File: src/rtl/ls_pkg.sv
package ls_pkg;

  localparam int unsigned LS_XLEN   = 32;
  localparam int unsigned LS_AW     = 9;
  localparam int unsigned LS_OPCODE = 6;

  typedef enum logic [1:0] {
    LS_NONE  = 2'd0,
    LS_LOAD  = 2'd1,
    LS_STORE = 2'd2
  } ls_kind_e;

  // Condition nibble: bit index 2*C+Z selects whether to execute.
  function automatic logic ls_cond_pass(input logic [3:0] cc, input logic c, input logic z);
    return cc[{c, z}];
  endfunction

  function automatic logic ls_is_zero32(input logic [LS_XLEN-1:0] v);
    return (v == '0);
  endfunction

endpackage

File: src/rtl/ls_decode.sv
module ls_decode
  import ls_pkg::*;
#(
  parameter int unsigned XLEN   = LS_XLEN,
  parameter int unsigned AW     = LS_AW,
  parameter int unsigned OPCODE = LS_OPCODE
) (
  input  logic            issue,
  input  logic [XLEN-1:0] instr,
  output ls_kind_e        kind,
  output logic            imm,
  output logic            wz,
  output logic [3:0]      cond,
  output logic [AW-1:0]   dfld,
  output logic [AW-1:0]   sfld
);
  localparam int unsigned P_COND = 2 * AW;
  localparam int unsigned P_IMM  = P_COND + 4;
  localparam int unsigned P_RES  = P_IMM + 1;
  localparam int unsigned P_SEL  = P_RES + 1;
  localparam int unsigned P_ZW   = P_SEL + 1;
  localparam int unsigned OPW    = XLEN - P_ZW - 1;

  logic op_hit;

  assign op_hit = (instr[XLEN-1 -: OPW] == OPW'(OPCODE));
  assign imm    = instr[P_IMM];
  assign wz     = instr[P_ZW];
  assign cond   = instr[P_COND +: 4];
  assign dfld   = instr[AW +: AW];
  assign sfld   = instr[0 +: AW];

  always_comb begin
    kind = LS_NONE;
    if (issue && op_hit && instr[P_RES]) begin
      kind = instr[P_SEL] ? LS_STORE : LS_LOAD;
    end
  end

endmodule

File: src/rtl/ls_bypass.sv
module ls_bypass
  import ls_pkg::*;
#(
  parameter int unsigned XLEN = LS_XLEN,
  parameter int unsigned AW   = LS_AW
) (
  input  logic [AW-1:0]   raddr,
  input  logic [XLEN-1:0] rdata,
  input  logic            wb_en,
  input  logic [AW-1:0]   wb_addr,
  input  logic [XLEN-1:0] wb_data,
  output logic [XLEN-1:0] data
);
  // A write still sitting in the output register is newer than the file.
  assign data = (wb_en && (wb_addr == raddr)) ? wb_data : rdata;
endmodule

File: src/rtl/ls_exec.sv
module ls_exec
  import ls_pkg::*;
#(
  parameter int unsigned XLEN = LS_XLEN,
  parameter int unsigned AW   = LS_AW
) (
  input  ls_kind_e        kind,
  input  logic            imm,
  input  logic            wz,
  input  logic [3:0]      cond,
  input  logic [AW-1:0]   dfld,
  input  logic [AW-1:0]   sfld,
  input  logic [AW-1:0]   a_ptr,
  input  logic [XLEN-1:0] b_val,
  input  logic [XLEN-1:0] c_val,
  input  logic            flag_c,
  input  logic            flag_z,
  output logic [AW-1:0]   load_ptr,
  output logic            cond_ok,
  output logic            go,
  output logic [AW-1:0]   nxt_addr,
  output logic [XLEN-1:0] nxt_data,
  output logic            nxt_zwe,
  output logic            nxt_zval
);
  logic [XLEN-1:0] imm_ext;

  assign imm_ext  = {{(XLEN-AW){1'b0}}, sfld};
  assign load_ptr = imm ? sfld : b_val[AW-1:0];
  assign cond_ok  = ls_cond_pass(cond, flag_c, flag_z);
  assign go       = (kind != LS_NONE) && cond_ok;

  always_comb begin
    if (kind == LS_STORE) begin
      nxt_addr = a_ptr;
      nxt_data = imm ? imm_ext : b_val;
    end else begin
      nxt_addr = dfld;
      nxt_data = c_val;
    end
  end

  assign nxt_zwe  = go && wz;
  assign nxt_zval = (nxt_data == '0);

endmodule

File: src/rtl/ls_unit.sv
module ls_unit
  import ls_pkg::*;
#(
  parameter int unsigned XLEN   = LS_XLEN,
  parameter int unsigned AW     = LS_AW,
  parameter int unsigned OPCODE = LS_OPCODE
) (
  input  logic            clk,
  input  logic            rst_n,
  input  logic            issue_i,
  input  logic [XLEN-1:0] instr_i,
  input  logic            flag_c_i,
  input  logic            flag_z_i,
  output logic [AW-1:0]   rd_a_addr_o,
  input  logic [XLEN-1:0] rd_a_data_i,
  output logic [AW-1:0]   rd_b_addr_o,
  input  logic [XLEN-1:0] rd_b_data_i,
  output logic [AW-1:0]   rd_c_addr_o,
  input  logic [XLEN-1:0] rd_c_data_i,
  output logic            wr_en_o,
  output logic [AW-1:0]   wr_addr_o,
  output logic [XLEN-1:0] wr_data_o,
  output logic            z_we_o,
  output logic            z_val_o
);
  ls_kind_e        kind;
  logic            imm, wz;
  logic [3:0]      cond;
  logic [AW-1:0]   dfld, sfld, load_ptr, nxt_addr;
  logic [XLEN-1:0] fwd_a, fwd_b, fwd_c, nxt_data;
  logic            cond_ok, go, nxt_zwe, nxt_zval, z_eff, is_store;

  ls_decode #(.XLEN(XLEN), .AW(AW), .OPCODE(OPCODE)) u_dec (
    .issue(issue_i), .instr(instr_i), .kind(kind), .imm(imm), .wz(wz),
    .cond(cond), .dfld(dfld), .sfld(sfld)
  );

  assign rd_a_addr_o = dfld;
  assign rd_b_addr_o = sfld;
  assign rd_c_addr_o = load_ptr;
  assign is_store    = (kind == LS_STORE);

  ls_bypass #(.XLEN(XLEN), .AW(AW)) u_byp_a (
    .raddr(rd_a_addr_o), .rdata(rd_a_data_i), .wb_en(wr_en_o),
    .wb_addr(wr_addr_o), .wb_data(wr_data_o), .data(fwd_a)
  );
  ls_bypass #(.XLEN(XLEN), .AW(AW)) u_byp_b (
    .raddr(rd_b_addr_o), .rdata(rd_b_data_i), .wb_en(wr_en_o),
    .wb_addr(wr_addr_o), .wb_data(wr_data_o), .data(fwd_b)
  );
  ls_bypass #(.XLEN(XLEN), .AW(AW)) u_byp_c (
    .raddr(rd_c_addr_o), .rdata(rd_c_data_i), .wb_en(wr_en_o),
    .wb_addr(wr_addr_o), .wb_data(wr_data_o), .data(fwd_c)
  );

  // Pending Z update is newer than the committed flag.
  assign z_eff = z_we_o ? z_val_o : flag_z_i;

  ls_exec #(.XLEN(XLEN), .AW(AW)) u_exe (
    .kind(kind), .imm(imm), .wz(wz), .cond(cond), .dfld(dfld), .sfld(sfld),
    .a_ptr(fwd_a[AW-1:0]), .b_val(fwd_b), .c_val(fwd_c),
    .flag_c(flag_c_i), .flag_z(z_eff),
    .load_ptr(load_ptr), .cond_ok(cond_ok), .go(go),
    .nxt_addr(nxt_addr), .nxt_data(nxt_data), .nxt_zwe(nxt_zwe), .nxt_zval(nxt_zval)
  );

  always_ff @(posedge clk or negedge rst_n) begin
    if (!rst_n) begin
      wr_en_o   <= 1'b0;
      wr_addr_o <= '0;
      wr_data_o <= '0;
      z_we_o    <= 1'b0;
      z_val_o   <= 1'b0;
    end else begin
      wr_en_o <= go;
      z_we_o  <= nxt_zwe;
      if (go) begin
        wr_addr_o <= nxt_addr;
        wr_data_o <= nxt_data;
        z_val_o   <= nxt_zval;
      end
    end
  end

endmodule

File: config.mk
export PLATFORM = sky130hd
export DESIGN_NAME = ls_unit
export DESIGN_NICKNAME = d
export VERILOG_FILES = /design/src/rtl/ls_pkg.sv /design/src/rtl/ls_decode.sv /design/src/rtl/ls_bypass.sv /design/src/rtl/ls_exec.sv /design/src/rtl/ls_unit.sv
export SDC_FILE = /design/constraint.sdc
export NUM_CORES = 1
export LEC_CHECK = 0
export ABC_CLOCK_PERIOD_IN_PS = 11200
export CORE_AREA = 2 2 102 104
export DETAILED_ROUTE_END_ITERATION = 16
export DIE_AREA = 0 0 104 106
export GPL_TIMING_DRIVEN = 0
export PLACE_DENSITY = 0.86
export SYNTH_ARGS = -nofsm -noshare
export SYNTH_HDL_FRONTEND = slang
export SYNTH_HIERARCHICAL = 1
export SYNTH_SLANG_ARGS = --single-unit
File: constraint.sdc
create_clock -name clk -period 11.2 [get_ports clk]
set_input_delay 3.36 -clock clk [delete_from_list [all_inputs] [get_ports clk]]
set_output_delay 3.36 -clock clk [all_outputs]
set_load 0.05 [all_outputs]
* Word-level counts from Yosys, hierarchy flattened
Cells that the tools add are included.
Word-level totals: bits in registers 44, input bits 133, word-level logic and storage cells 32
Cells by class: order comparisons 1, equality and inequality tests 5, multiplexer cells 12, reduce and logical (&&, ||, !) cells 9
Operators by type and width (number):
- $mux W32 | 4
- $logic_not A32 Y1 | 1
- $eq A9 B9 Y1 | 3
- $mux W9 | 3
- $logic_and A1 B1 Y1 | 7
- $eq A6 B3 Y1 const B | 1
- $mux W2 | 2
- $lt A2 B3 Y1 const B | 1
- $bmux W1 S2 | 1
- $eq A2 B2 Y1 const B | 1
- $mux W1 | 2
- $reduce_bool A2 Y1 | 1

* Longest topological paths before layout
depth in word-level cells 9, mapped depth 17

* Cells and area by module
Netlist, hierarchy kept.
Modules (own cells, without submodules):
- ls_unit | times used 1, cells an instance 92, area each 1826.8 µm²
- ls_bypass | times used 3, cells an instance 48, area each 505.5 µm²
- ls_exec | times used 1, cells an instance 168, area each 929.6 µm²
- ls_decode | times used 1, cells an instance 29, area each 212.7 µm²

* Worst setup path before layout
No wires, ideal clock.
kind input to output, start in instr_i[2], end out rd_c_addr_o[1], arrival 5.045 ns, data required time 7.840 ns, path slack 2.795 ns, cell stages on the path 7, cell sequence buf_4 xnor2_1 nand4_1 nor3_4 buf_6 mux2_2 mux2_2
Between the ends: word-level cells in the longest chain between the ends 4
RTL lines:
- from (decl) | RTL line ls_unit.sv:11 | input logic [XLEN-1:0] instr_i,
- $eq A9 B9 Y1 | RTL line ls_bypass.sv:15 | assign data = (wb_en && (wb_addr == raddr)) ? wb_data : rdata;
- $logic_and A1 B1 Y1 | RTL line ls_bypass.sv:15
- $mux W32 | RTL line ls_bypass.sv:15
- via fwd_b[1] | RTL line ls_unit.sv:30 | logic [XLEN-1:0] fwd_a, fwd_b, fwd_c, nxt_data;
- $mux W9 | RTL line ls_exec.sv:29 | assign load_ptr = imm ? sfld : b_val[AW-1:0];
- to (decl) | RTL line ls_unit.sv:18 | output logic [AW-1:0] rd_c_addr_o,
The timed path passes the listed nets, and every way through them passes these cells.

* Worst setup path after layout
start in instr_i[5], end out rd_c_addr_o[1]
Same word-level chain as after synthesis.

==> impl_results.md <==
- Slew @ Worst Pin: 558.3 ps
- Max frequency: between 0.1 and 0.15 GHz
- Drt total wl: 13.05 mm
- CP arrival: 5890 ps
- Clock power frac: approximately 25%
- Starting Density: between 40% and 50%
- CP Max Fanout: 10
- DRC: 0
- Crit path capture type: output pin
- Iter 0 DRT Violations: approximately 120
- Pint: 0.3269 mW
- Area growth syn-to-layout: 44.11%
- Clock latency on the worst-skew pair: 300 ps
- Total power: 0.4898 mW
- Post-Synthesis Cell Area: 4204 um^2
- Num CTS Buffers: 5
- Hold Path Class: register to register
- Leak Pwr: around 2.5 nW
- Gpl congestion: 0.9244
- Fillers: 881
- Layout Skew: 9.445 ps
- Pin count of the biggest net entering global routing: 36
- Combinational power share: a little under two fifths
- Via count: between 3k and 4k
- Status: completed
- Final ANT Viol Nets: 0
- Power Density: 80.85 nW/um^2
- Diode count: 0
- CP required: 7840 ps
- CP Cell Sequence: buf_4, xnor2_1, nand4_1, nor3_4, buf_6, mux2_2, mux2_2, clkdlybuf4s50_1
- First-pass GRT wire length: 20.76 mm
- Fin. Hold Viols: 0
- Post-Synthesis Cells: roughly 410
- Final setup vio count: 0
- Max Slew Vio Count: 0
- Number of max-cap violations: 0
- Overall routing resource usage: a little under a quarter
- Fin crit share: approximately 83%
- Longest Clk Path Bufs: 2
- Gr ovfl total: 0
- Delay-heaviest family, CP: buffers and inverters
- RSZ-0062 raised after global routing: false
- Startpoint Class: primary input
- Hold Path Origin: wr_data_o[27]
- CP Buf/Inv Count: 3
- Hold-fix buffers, CTS: 0
- Post-Layout Inst Area: between 6000 and 7000 um^2
- Relative slew slack: 62.71%
- Chip Width: around 100 um
- Sequential cell area: 1101 um^2
- CTS sink count: 44
- Die area: around 11000 um^2
- Setup crit start: instr_i[5]
- Setup TNS: 0 ps
- Die Y: about 110 um
- Setup Fix Bufs, Post-CTS: 0
- Crit Path Class: primary input to output pin
- Clock Root Buffer: clkbuf_8
- Reg2Reg Launch Point: wr_addr_o[5]
- IO Pins: 204
- Number of global-route vias before repair: 3954
- Ys Warns: 6
- Utilization after layout: around three fifths
- Reg power frac: 36.5%
- I/O Buffers: 156
- Cell mode on critical path: mux2_2
- Hold_ws: 561.6 ps
- Switching power: 0.1629 mW
- Area of the multi-input gates: about 2700 um^2
- Fin nets: approximately 700
- Initial antenna violation count: 0
- 1st-pass router iterations: 4
- Sw frac: between 30% and 40%
- Slowest Stage Delay on Critical Path: 710 ps
- TritonCTS clock tree: yes
- Clock transition at path regs: 80 ps
- Share of cells above drive strength 1: 31.59%
- Placed cell areas: 5951 um^2
- Syn_nets: 541
- Slowest cell on crit path: clkdlybuf4s50_1
- Final HPWL DP: 10.15 mm
- Worst ir drop on vdd: 0.05910 mV
- Rows: 37
- CTS H-tree lvls: 2
- Post_cts resized: 0
- Via density per instance: 5.154
- Period minus WS final: 9251 ps
- Core box area: 10000 um^2
- Mapped Avg Cell Area: around 10 um^2
- Wire length per cell: 18.40 um
worst paths after layout:
kind                                  end  slack (ps)  depth (start not counted)
max                        rd_c_addr_o[1]        1950                          8
min                         wr_data_o[27]         560                          1
max reg2reg                       z_val_o        6540                         16
min reg2reg                 wr_data_o[27]         560                          1
max in group asynchronous    wr_data_o[9]        7800                          2
min in group asynchronous   wr_data_o[24]        2920                          1
power groups by stage:
| stage | combinational, mW | sequential (mW) | clock (mW) |
|---|---|---|---|
| floorplan | 0.0847 | 0.209 | 0 |
| finish | 0.188 | 0.179 | 0.123 |
| global route | 0.198 | 0.180 | 0.132 |
| CTS | 0.189 | 0.179 | 0.125 |
| detailed placement | 0.188 | 0.182 | 0 |
| global placement | 0.184 | 0.181 | 0 |
registers in the layout, summed over array words and instances (netlist names):
signal,flops
wr_data_o,32
wr_addr_o,9
wr_en_o,1
z_val_o,1
z_we_o,1
worst reg2reg max path, stage by stage, from the launching register on:
cell      delay (ps)
dfrtp_1          460
xnor2_1          230
nand4_1          210
nor3_4           370
buf_6            250
mux2_2           360
mux2_2           300
xnor2_1          160
nand4_1          170
nor3_4           370
buf_6            230
mux2_2           370
nor4_1           370
nand4_1          180
nor4_1           210
o2111a_1         210
mux2_2           140
stage by stage:
| stage | std cells | setup slack, ps |
|---|---|---|
| floorplan | 408 | 2795 |
| global placement | 700 | 1975 |
| detailed placement | 701 | 1946 |
| CTS | 709 | 1912 |
| global route | 709 | 1808 |
| finish | 709 | 1949 |
metal layers:
layer	share of wire [%]	vias up	track usage [%]
met1	42	1778	29.20
met3	6.1	9	4.660
met4	0.55	0	3.861
li1	-	1727	-
met2	52	140	42.25
met5	0	-	0
layout make-up:
class,instances,area share (%)
Clock inverter,2,0.5783
Multi-Input combinational cell,314,44.26
Timing Repair Buffer,157,26.02
Tap cell,136,2.809
Clock buffer,6,1.198
Sequential cell,44,18.17
Buffer,49,6.898
Inverter,1,0.06196
cells in the final DEF, fill, tap and decap left out, types with 2 or more instances in the layout:
master           instances
clkdlybuf4s50_1        155
nand3b_1                 2
nand2b_1                22
clkbuf_1                 4
nor3_1                   3
buf_4                   24
nor3_4                   3
mux2_1                   6
o21ai_0                 21
buf_6                    9
xnor2_1                 27
nand2_1                 73
mux2_2                  76
nor4_1                  10
dfrtp_1                 44
clkbuf_8                 5
mux2_4                  45
buf_12                   5
buf_2                   10
nor2_1                   6
nand4_1                  8
(Power assumes the default switching activity.)
